[config.mk]
export PLATFORM = sky130hd
export DESIGN_NAME = spec_coh_ctrl
export DESIGN_NICKNAME = d
export VERILOG_FILES = /design/src/rtl/coh_pkg.sv /design/src/rtl/coh_route.sv /design/src/rtl/coh_line.sv /design/src/rtl/coh_emit.sv /design/src/rtl/spec_coh_ctrl.sv
export SDC_FILE = /design/constraint.sdc
export NUM_CORES = 1
export LEC_CHECK = 0
export BUFFER_PORTS_ARGS = -buffer_cell sky130_fd_sc_hd__buf_2
export CAP_MARGIN = 40
export CORE_MARGIN = 4
export CORE_UTILIZATION = 55
export DETAILED_ROUTE_END_ITERATION = 7
export PLACE_DENSITY = 0.78
export SLEW_MARGIN = 20
export SYNTH_ARGS = -nofsm -noshare
export SYNTH_HDL_FRONTEND = slang
export SYNTH_SLANG_ARGS = --single-unit
[constraint.sdc]
create_clock -name clk -period 2.66 [get_ports clk]
set_input_delay 0.133 -clock clk [delete_from_list [all_inputs] [get_ports clk]]
set_output_delay 0.133 -clock clk [all_outputs]
set_load 0.005 [all_outputs]
[src/rtl/coh_pkg.sv]
// Shared types for the speculative coherence controller.
// Assumes: state and message codes are visible at the ports and fixed.
package coh_pkg;

    typedef enum logic [2:0] {
        LS_INV = 3'd0,
        LS_EXC = 3'd1,
        LS_SHR = 3'd2,
        LS_DIR = 3'd3,
        LS_SPE = 3'd4,
        LS_SPS = 3'd5
    } line_st_t;

    typedef enum logic [3:0] {
        CM_NONE    = 4'd0,
        CM_READ    = 4'd1,
        CM_RDEX    = 4'd2,
        CM_UPGR    = 4'd3,
        CM_INV     = 4'd4,
        CM_WBACK   = 4'd5,
        CM_FLUSH   = 4'd6,
        CM_NSHR    = 4'd7,
        CM_RDEX_SP = 4'd8,
        CM_UPGR_SP = 4'd9,
        CM_INV_SP  = 4'd10
    } coh_msg_t;

    // True for the two speculative states.
    function automatic logic is_spec(line_st_t s);
        return (s == LS_SPE) || (s == LS_SPS);
    endfunction

endpackage

[src/rtl/coh_route.sv]
// Event router: decides which events take effect this cycle and turns
// them into per-line strobes.
// Assumes: at most one local request, one fill and one incoming message
// per cycle; commit and squash act on every line.
module coh_route #(
    parameter int NUM_LINES = 4,
    parameter int IW        = 2
) (
    input  logic                 req_vld,
    input  logic [IW-1:0]        req_idx,
    input  logic                 fil_vld,
    input  logic [IW-1:0]        fil_idx,
    input  logic                 snp_vld,
    input  logic [IW-1:0]        snp_idx,
    input  logic                 commit,
    input  logic                 squash,
    output logic [NUM_LINES-1:0] loc_sel,
    output logic [NUM_LINES-1:0] fil_sel,
    output logic [NUM_LINES-1:0] snp_sel,
    output logic                 acc_snp
);
    import coh_pkg::*;

    logic glob;
    logic acc_fil;
    logic acc_loc;

    // Acceptance: global events win, then the incoming message, then a fill on the same line.
    always_comb begin
        glob    = commit | squash;
        acc_snp = snp_vld & ~glob;
        acc_fil = fil_vld & ~glob;
        acc_loc = req_vld & ~glob & ~snp_vld & ~(fil_vld && (fil_idx == req_idx));
    end

    for (genvar g = 0; g < NUM_LINES; g++) begin : g_dec
        localparam logic [IW-1:0] GI = IW'(g);
        // Address decode of each accepted event for line g.
        always_comb begin
            loc_sel[g] = acc_loc && (req_idx == GI);
            fil_sel[g] = acc_fil && (fil_idx == GI);
            snp_sel[g] = acc_snp && (snp_idx == GI);
        end
    end
endmodule

[src/rtl/coh_line.sv]
// State machine of one cache line: coherence state, SL/SM marks and one
// outstanding miss. Produces this cycle's message and violation for
// the line.
// Assumes: the router never strobes loc_hit together with snp_hit, nor
// loc_hit together with fil_hit; squash outranks commit.
module coh_line (
    input  logic               clk,
    input  logic               rst_n,
    input  logic               loc_hit,
    input  logic               loc_store,
    input  logic               loc_spec,
    input  logic               fil_hit,
    input  logic               fil_excl,
    input  logic               snp_hit,
    input  coh_pkg::coh_msg_t  snp_msg,
    input  logic               snp_early,
    input  logic               commit,
    input  logic               squash,
    output coh_pkg::line_st_t  st,
    output logic               sl,
    output logic               sm,
    output coh_pkg::coh_msg_t  msg,
    output logic               viol
);
    import coh_pkg::*;

    line_st_t n_st;
    logic     n_sl, n_sm;
    logic     pnd, pst, psp;         // miss outstanding, it is a store, it is speculative
    logic     n_pnd, n_pst, n_psp;
    logic     kill, share, spec_eff;

    // Next-state logic: global events, then message, then fill, then local access.
    always_comb begin
        n_st = st;   n_sl = sl;   n_sm = sm;
        n_pnd = pnd; n_pst = pst; n_psp = psp;
        msg  = CM_NONE;
        viol = 1'b0;
        kill = (snp_msg == CM_RDEX) || (snp_msg == CM_UPGR) || (snp_msg == CM_INV) ||
               (snp_early && ((snp_msg == CM_RDEX_SP) || (snp_msg == CM_UPGR_SP) ||
                              (snp_msg == CM_INV_SP)));
        share = (snp_msg == CM_READ) || (!snp_early && (snp_msg == CM_RDEX_SP));
        spec_eff = 1'b0;
        if (squash) begin
            if (is_spec(st)) n_st = sm ? LS_INV : ((st == LS_SPE) ? LS_EXC : LS_SHR);
            n_sl = 1'b0;
            n_sm = 1'b0;
            if (psp) n_pnd = 1'b0;
            n_psp = 1'b0;
        end else if (commit) begin
            if (is_spec(st)) n_st = sm ? LS_DIR : ((st == LS_SPE) ? LS_EXC : LS_SHR);
            n_sl  = 1'b0;
            n_sm  = 1'b0;
            n_psp = 1'b0;
        end else begin
            if (snp_hit) begin
                if (kill) begin
                    case (st)
                        LS_DIR: begin msg = CM_WBACK; n_st = LS_INV; end
                        LS_EXC, LS_SHR: n_st = LS_INV;
                        LS_SPE, LS_SPS: if (sl) begin
                            viol = 1'b1;
                            n_st = LS_INV;
                            n_sl = 1'b0;
                            n_sm = 1'b0;
                        end
                        default: ;
                    endcase
                end else if (share) begin
                    case (st)
                        LS_DIR: begin msg = CM_FLUSH; n_st = LS_SHR; end
                        LS_EXC: begin msg = CM_NSHR;  n_st = LS_SHR; end
                        LS_SPE: begin msg = CM_NSHR;  n_st = LS_SPS; end
                        default: ;
                    endcase
                end
            end
            if (fil_hit && n_pnd) begin
                n_pnd = 1'b0;
                if (n_psp) begin
                    n_st = fil_excl ? LS_SPE : LS_SPS;
                    if (n_pst) n_sm = 1'b1;
                    else       n_sl = 1'b1;
                end else if (n_pst) begin
                    n_st = LS_DIR;
                end else begin
                    n_st = fil_excl ? LS_EXC : LS_SHR;
                end
            end
            if (loc_hit) begin
                spec_eff = loc_spec || is_spec(n_st);
                if (n_st == LS_INV) begin
                    if (!n_pnd) begin
                        n_pnd = 1'b1;
                        n_pst = loc_store;
                        n_psp = spec_eff;
                        msg   = !loc_store ? CM_READ : (spec_eff ? CM_RDEX_SP : CM_RDEX);
                    end
                end else if (!spec_eff) begin
                    if (loc_store) begin
                        if (n_st == LS_SHR) msg = CM_UPGR;
                        n_st = LS_DIR;
                    end
                end else begin
                    case (n_st)
                        LS_EXC: n_st = LS_SPE;
                        LS_DIR: begin msg = CM_FLUSH; n_st = LS_SPE; end
                        LS_SHR: begin
                            n_st = LS_SPS;
                            if (loc_store) msg = CM_UPGR_SP;
                        end
                        LS_SPS: if (loc_store && !n_sm) msg = CM_UPGR_SP;
                        default: ;
                    endcase
                    if (loc_store) n_sm = 1'b1;
                    else           n_sl = 1'b1;
                end
            end
        end
    end

    // State registers with synchronous active-low reset.
    always_ff @(posedge clk) begin
        if (!rst_n) begin
            st <= LS_INV; sl <= 1'b0; sm <= 1'b0;
            pnd <= 1'b0; pst <= 1'b0; psp <= 1'b0;
        end else begin
            st <= n_st; sl <= n_sl; sm <= n_sm;
            pnd <= n_pnd; pst <= n_pst; psp <= n_psp;
        end
    end
endmodule

[src/rtl/coh_emit.sv]
// Output stage: picks the message of the line that the accepted event
// targets and registers message, line index and violation.
// Assumes: the router never selects a local request and an incoming
// message in the same cycle.
module coh_emit #(
    parameter int NUM_LINES = 4,
    parameter int IW        = 2
) (
    input  logic                 clk,
    input  logic                 rst_n,
    input  logic [NUM_LINES-1:0] loc_sel,
    input  logic [NUM_LINES-1:0] snp_sel,
    input  logic                 acc_snp,
    input  logic [IW-1:0]        snp_idx,
    input  logic [IW-1:0]        req_idx,
    input  coh_pkg::coh_msg_t    line_msg  [NUM_LINES],
    input  logic [NUM_LINES-1:0] line_viol,
    output logic                 out_vld,
    output logic [3:0]           out_msg,
    output logic [IW-1:0]        out_idx,
    output logic                 violation
);
    import coh_pkg::*;

    coh_msg_t msg_sel;
    logic     viol_sel;

    // Select the targeted line's message and violation.
    always_comb begin
        msg_sel  = CM_NONE;
        viol_sel = 1'b0;
        for (int i = 0; i < NUM_LINES; i++) begin
            if (snp_sel[i] || loc_sel[i]) msg_sel = line_msg[i];
            viol_sel = viol_sel | (snp_sel[i] & line_viol[i]);
        end
    end

    // Register the outputs.
    always_ff @(posedge clk) begin
        if (!rst_n) begin
            out_vld   <= 1'b0;
            out_msg   <= 4'd0;
            out_idx   <= '0;
            violation <= 1'b0;
        end else begin
            out_vld   <= (msg_sel != CM_NONE);
            out_msg   <= msg_sel;
            out_idx   <= acc_snp ? snp_idx : req_idx;
            violation <= viol_sel;
        end
    end
endmodule

[src/rtl/spec_coh_ctrl.sv]
// Top of the speculative coherence controller: router, one state machine
// per line, registered output stage and a read-back port for one line.
// Assumes: NUM_LINES is at least 1; indices beyond NUM_LINES select no line.
module spec_coh_ctrl #(
    parameter int NUM_LINES = 4,
    localparam int IW = (NUM_LINES > 1) ? $clog2(NUM_LINES) : 1
) (
    input  logic          clk,
    input  logic          rst_n,
    input  logic          req_vld,
    input  logic [IW-1:0] req_idx,
    input  logic          req_store,
    input  logic          req_spec,
    input  logic          fil_vld,
    input  logic [IW-1:0] fil_idx,
    input  logic          fil_excl,
    input  logic          snp_vld,
    input  logic [IW-1:0] snp_idx,
    input  logic [3:0]    snp_msg,
    input  logic          snp_early,
    input  logic          epoch_commit,
    input  logic          epoch_squash,
    output logic          out_vld,
    output logic [3:0]    out_msg,
    output logic [IW-1:0] out_idx,
    output logic          violation,
    input  logic [IW-1:0] look_idx,
    output logic [2:0]    look_state,
    output logic          look_sl,
    output logic          look_sm
);
    import coh_pkg::*;

    logic [NUM_LINES-1:0] loc_sel, fil_sel, snp_sel;
    logic                 acc_snp;
    line_st_t             line_st   [NUM_LINES];
    coh_msg_t             line_msg  [NUM_LINES];
    logic [NUM_LINES-1:0] line_sl, line_sm, line_viol;

    coh_route #(.NUM_LINES(NUM_LINES), .IW(IW)) u_route (
        .req_vld(req_vld), .req_idx(req_idx), .fil_vld(fil_vld), .fil_idx(fil_idx),
        .snp_vld(snp_vld), .snp_idx(snp_idx), .commit(epoch_commit),
        .squash(epoch_squash), .loc_sel(loc_sel), .fil_sel(fil_sel),
        .snp_sel(snp_sel), .acc_snp(acc_snp)
    );

    for (genvar g = 0; g < NUM_LINES; g++) begin : g_line
        coh_line u_line (
            .clk(clk), .rst_n(rst_n),
            .loc_hit(loc_sel[g]), .loc_store(req_store), .loc_spec(req_spec),
            .fil_hit(fil_sel[g]), .fil_excl(fil_excl),
            .snp_hit(snp_sel[g]), .snp_msg(coh_msg_t'(snp_msg)), .snp_early(snp_early),
            .commit(epoch_commit), .squash(epoch_squash),
            .st(line_st[g]), .sl(line_sl[g]), .sm(line_sm[g]),
            .msg(line_msg[g]), .viol(line_viol[g])
        );
    end

    coh_emit #(.NUM_LINES(NUM_LINES), .IW(IW)) u_emit (
        .clk(clk), .rst_n(rst_n), .loc_sel(loc_sel), .snp_sel(snp_sel),
        .acc_snp(acc_snp), .snp_idx(snp_idx), .req_idx(req_idx),
        .line_msg(line_msg), .line_viol(line_viol),
        .out_vld(out_vld), .out_msg(out_msg), .out_idx(out_idx), .violation(violation)
    );

    // Read-back multiplexer for one line.
    always_comb begin
        look_state = 3'd0;
        look_sl    = 1'b0;
        look_sm    = 1'b0;
        for (int i = 0; i < NUM_LINES; i++) begin
            if (look_idx == IW'(i)) begin
                look_state = line_st[i];
                look_sl    = line_sl[i];
                look_sm    = line_sm[i];
            end
        end
    end
endmodule

==> results.tsv, run 1 <==
metric	value	unit
Pwr Density	271	nW/um^2
CTS max path bufs	2	
commonest register cell after synthesis	dfxtp_1	
post-route setup slack	-286	ps
DR WL/cell	26.8	microns
post-route antenna net violation count	0	
Fmax	339	MHz
Critical Path End Type	flop	
Synth Warn #	0	
PortBufs	35	
residual DRC count	0	
clk_lat worst skew	300	ps
Max-Cap Viols	0	
EDFF count, synth	0	
VDD IR-drop max	0.262	mV
GR peak layer	met2	
grt total ovfl	0	
slew at the pin with the worst max-slew slack	699	ps
initial antenna violation count	1	
GRT Overall Usage	44.5	%
clk slew on worst S/H paths	90	ps
Critical Path RT	2840	ps
R2R Setup Slk	-50	ps
width of the die	92.6	microns
largest net degree at the start of global routing	26	
Final period util	111	%
post-synth top area share	20.4	%
Final min period	2950	ps
register area share after synthesis	20.4	%
first-pass GRT wire length	29900	microns
TritonCTS clock tree	done	
# clock sinks	40	
syn_nets	570	
setup TNS	-2130	ps
clk_skew	5.30	ps
Setup Viol. Count Final	17	
critical path type	input port to flop	
share of cells above drive strength 1	41.8	%
Hold EP	g_line[3].u_line.st[0]	
Rel. slew slack	53.3	%
layout overhead on the synthesized area	53.5	%
R2R Path Start	g_line[1].u_line.st[2]	
R2R Path End	u_emit.out_vld	
cts bufs inserted	5	
Mapped Area	3930	sq um
Lkg Pwr	2.41	nW
run status	finished, violations left	
Max FO, Critical Path	8	
final core utilization	87.9	%
HP Start	rst_n	
DR iter-0 viols	1092	
die area	8570	sq um
synthesized instance count	547	
crit path DAT	3130	ps
GP Congestion	1.05	
H-Tree Depth	2	
met3 global-route usage	11.9	%
top cells by count, synth	nand2_1, nor2_1, a21oi_1	
cell with the most instances after synthesis	nand2_1	
startpoint types	input port	
top area cells in the synthesized netlist	dfxtp_1, nand2_1, a21oi_1, nor2_1, o21ai_0	
Min-Delay Path Class	input port to flop	
# nets final	754	
global routing usage on met1	55.4	%
Top-Level Pins	36	
TritonRoute pass-1 iters	7	
RSZ-0062 raised after global routing	true	
average size of a mapped cell	7.19	sq um
row count	30	
R2R cell count	10	
core area	6870	sq um
Final Hold Vio Count	0	
post-synthesis async set-or-reset flop share	0	%
Die Y	92.6	microns
Vias/cell	7.58	
DP Wirelength	13500	microns
DR vias	6287	
Synth cell types	79	
Synth Register Bits	40	
met2 usage	69.5	%
Root Driver	clkbuf_8	
final WL	22200	microns
failing checks	setup timing	
leading area contributor after synthesis	dfxtp_1	
Final Max Slew Viols	0	
vias in the first global route	5566	
Worst Hold Path Cells	2	
fillers	359	
starting density of the core	57.2	%
## what timing repair did
item,CTS,global route
hold endpoints to repair,0,0
pin swaps,17,30
hold buffers,0,0
cloned,0,1
endpoints found under the setup margin,10,18
buffers inserted,3,8
gates resized for setup,45,56
## metal layers
layer,wire (microns),up-vias
li1,-,2474
met1,7250,2741
met2,8950,764
met3,3530,308
met4,2480,0
met5,0,-
## area by class of cell
class	count	area, sq um	share of cell area, %
inverters	22	82.6	1.37
clock buffers	6	82.6	1.37
clock inverters	2	10.0	0.166
diodes	1	2.50	0.0414
flip-flops and latches	40	801	13.3
well taps	96	120	1.99
multi-input cells	450	3370	55.8
repair buffers	212	1570	26.0
## cells in the final DEF (no fill, tap or decap), types with 7 or more instances in the layout
master,count
nand2_1,60
inv_1,22
a21oi_2,7
dfxtp_1,40
nand2b_1,9
o21ai_0,26
nor3_1,9
o211ai_1,7
buf_2,31
buf_4,171
nand3_1,17
a31oi_1,15
mux2i_1,9
a21oi_1,37
nor2b_1,10
nor2_1,49
and3_1,7
## state kept, by name, summed over array words and instances, names as in the netlist
register,count
u_emit.out_msg,4
g_line.u_line.st,12
g_line.u_line.sm,4
u_emit.out_idx,2
g_line.u_line.pst,4
g_line.u_line.psp,4
u_emit.out_vld,1
g_line.u_line.sl,4
u_emit.violation,1
g_line.u_line.pnd,4
## through the flow
stage	cells	worst slack (ps)	power, mW	hold slack, ps	cell area (sq um)
after floorplan	547	-134	0.832	262	3950
after global placement	807	-422	1.03	412	5330
after detailed placement	808	-506	1.05	439	5340
after CTS	819	0.350	1.53	127	5680
after global routing	829	-308	1.67	172	6040
final	829	-286	1.63	173	6040
## cell families after synthesis
kind of cell / after synthesis / share of synthesized area (%)
muxes: 15 / 5.44
buffers and inverters: 58 / 5.95
and+or+nand+nor: 223 / 28.8
xor gates and xnor gates: 3 / 0.668
DFF: 40 / 20.4
AOI/OAI and AO/OA: 208 / 38.8
## worst max-delay path, cell delays in order
cell	delay [ps]
buf_8	100
buf_8	130
nor4b_4	480
buf_4	210
a31oi_1	40
buf_4	170
buf_6	130
a211oi_4	270
nor2_4	80
a211oi_4	340
and2_4	250
nor3_4	50
a2111oi_2	380
o21a_1	220
a41oi_2	120
## power breakdown
group          switching [mW]  internal [mW]  leakage, nW
registers              0.0131          0.610        0.324
logic                   0.318          0.221         2.04
clock network           0.262          0.208       0.0510
total                   0.593           1.04         2.41
## worst max-delay path by stage
stage / start / endpoint / slack (ps) / cells past startpoint
floorplan: snp_msg[3] / u_emit.out_vld / -130 / 12
global placement: snp_msg[1] / u_emit.out_vld / -420 / 15
detailed placement: snp_msg[1] / u_emit.out_vld / -510 / 14
CTS: snp_msg[1] / u_emit.out_vld / 0.4 / 16
global route: epoch_squash / g_line[1].u_line.st[1] / -310 / 13
finish: snp_msg[1] / u_emit.out_vld / -290 / 15
No activity file was read; power rests on OpenSTA's default activity.
==> inputs of run 2 (changes only) <==
CORE_ASPECT_RATIO = 0.7   (was not set)
CORE_MARGIN = 2   (was 4)
GPL_TIMING_DRIVEN = 0   (was not set)
==> results.tsv, run 2 (synthesized netlist as in run 1, its figures left out) <==
metric	value	unit	change
DR iter-0 viols	1245		was 1092
Largest Register	g_line.u_line.st		unchanged
H-Tree Depth	2		unchanged
Max-Cap Viols	0		unchanged
R2R Setup Slk	-190	ps	was -50 ps
failing checks	DRC, setup timing		was setup timing
layout overhead on the synthesized area	33.9	%	was 53.5%
run status	finished, violations left		unchanged
core area	6850	sq um	was 6870 sq um
grt total ovfl	0		unchanged
RSZ-0062 raised after global routing	true		unchanged
Rel. slew slack	37.1	%	was 53.3%
final WL	19400	microns	was 22200 microns
starting density of the core	57.4	%	was 57.2%
die area	7850	sq um	was 8570 sq um
Root Driver	clkbuf_8		unchanged
Worst path max stage delay	490	ps	was 480 ps
Post-CTS Hold Buffers	0		unchanged
Hold EP	g_line[3].u_line.st[0]		unchanged
clk slew on worst S/H paths	100	ps	was 90 ps
commonest non-fill, non-tap cells in the layout	nand2_1, nor2_1, buf_4, a21oi_1, dfxtp_1		was buf_4, nand2_1, nor2_1, dfxtp_1, a21oi_1
share of cells above drive strength 1	31.4	%	was 41.8%
Vias/cell	7.98		was 7.58
Min-Delay Path Class	input port to flop		unchanged
TritonRoute pass-1 iters	8		was 7
DR vias	5703		was 6287
R2R Path Start	g_line[3].u_line.st[2]		was g_line[1].u_line.st[2]
HP Start	rst_n		unchanged
VDD IR-drop max	0.231	mV	was 0.262 mV
crit path cell chain	buf_8 -> or3b_4 -> a211o_4 -> buf_4 -> buf_6 -> o31ai_4 -> a221oi_4 -> a31oi_1 -> nand2b_1 -> o22ai_4 -> a2111oi_4 -> o21a_2 -> a41oi_2		was buf_8 -> buf_8 -> nor4b_4 -> buf_4 -> a31oi_1 -> buf_4 -> buf_6 -> a211oi_4 -> nor2_4 -> a211oi_4 -> and2_4 -> nor3_4 -> a2111oi_2 -> o21a_1 -> a41oi_2
critical path type	input port to flop		unchanged
vias in the first global route	4896		was 5566
# nets final	643		was 754
residual DRC count	31		was 0
first-pass GRT wire length	27100	microns	was 29900 microns
# clock sinks	40		unchanged
max FFs per register	12		unchanged
clk_lat worst skew	330	ps	was 300 ps
fillers	482		was 359
Die Y	74.7	microns	was 92.6 microns
Final Hold Vio Count	0		unchanged
Critical Path End Type	flop		unchanged
Final min period	2920	ps	was 2950 ps
slew at the pin with the worst max-slew slack	944	ps	was 699 ps
R2R cell count	9		was 10
width of the die	105	microns	was 92.6 microns
GRT Overall Usage	45.3	%	was 44.5%
startpoint types	input port		unchanged
dpl cells	674		was 808
DR WL/cell	27.2	microns	was 26.8 microns
Pwr Density	312	nW/um^2	was 271 nW/um^2
Final Max Slew Viols	0		unchanged
pre-CTS setup slack	-1260	ps	was -506 ps
post-route setup slack	-261	ps	was -286 ps
row count	25		was 30
crit path DAT	3090	ps	was 3130 ps
cts bufs inserted	5		unchanged
Max FO, Critical Path	4		was 8
Final period util	110	%	was 111%
Lkg Pwr	1.85	nW	was 2.41 nW
initial antenna violation count	0		was 1
clk_skew	7.40	ps	was 5.30 ps
GP Congestion	1.04		was 1.05
ANT cells	0		was 1
DP Wirelength	12400	microns	was 13500 microns
family with the most delay on the worst path	compound AO/OA/AOI/OAI gates		unchanged
CTS max path bufs	2		unchanged
Critical Path RT	2830	ps	was 2840 ps
Top-Level Pins	36		unchanged
commonest non-fill, non-tap cell in the layout	nand2_1		was buf_4
post-route antenna net violation count	0		unchanged
PortBufs	30		was 35
final std cells w/o fill	715		was 829
TritonCTS clock tree	done		unchanged
Setup Viol. Count Final	6		was 17
Slowest-stage cell, CP	a2111oi_4		was nor4b_4
Worst Hold Path Cells	2		unchanged
crit path buf inv count	3		was 5
largest net degree at the start of global routing	14		was 26
Fmax	342	MHz	was 339 MHz
R2R Path End	u_emit.out_vld		unchanged
==> run 2: layout make-up <==
type	instances	area [sq um]	area share, %
Clock inverter	3	42.5	0.808
Tap cell	94	118	2.23
Buffer	27	145	2.76
Sequential cell	40	811	15.4
Timing Repair Buffer	75	527	10.0
Clock buffer	5	68.8	1.31
Multi-Input combinational cell	449	3470	65.9
Inverter	22	82.6	1.57
==> run 2: worst max-delay path by stage <==
stage / cells past startpoint / slack, ps / endpoint / start
finish: 13 / -260 / u_emit.out_vld / snp_early
CTS: 12 / -60 / u_emit.out_vld / snp_early
detailed placement: 13 / -1260 / u_emit.out_vld / snp_msg[2]
floorplan: 12 / -130 / u_emit.out_vld / snp_msg[3]
global placement: 13 / -1180 / u_emit.out_vld / snp_msg[1]
global route: 12 / -240 / u_emit.out_vld / snp_early
==> run 2: per-layer routing <==
layer | routed length [microns] | share of wire [%] | global-route usage (%) | vias to the layer above
met1 | 6690 | 34 | 56.8 | 2569
met4 | 1520 | 7.8 | 23.4 | 0
met3 | 3500 | 18 | 18.3 | 215
li1 | - | - | - | 2260
met5 | 0 | 0 | 0 | -
met2 | 7710 | 40 | 68.3 | 659
==> run 2: through the flow <==
stage                     power [mW]  setup TNS, ps  hold slack (ps)  instance area, sq um  util [%]
final                           1.64           -573              134                  5260      76.8
after global routing            1.65           -702              132                  5260      76.8
after CTS                       1.54          -61.2              136                  4920      71.8
after detailed placement       0.950         -15220              456                  4240      61.8
after global placement         0.945         -14220              442                  4220      61.6
after floorplan                0.832           -287              262                  3950         -
==> run 2: power breakdown <==
part / internal [mW] / switching (mW)
clock network: 0.278 / 0.273
registers: 0.611 / 0.0227
logic: 0.164 / 0.292
==> run 2: repair_timing <==
action                     CTS  global route
setup endpoints to repair   27            12
buffers inserted            28            14
resized for setup           87            53
pin swaps                   30            25
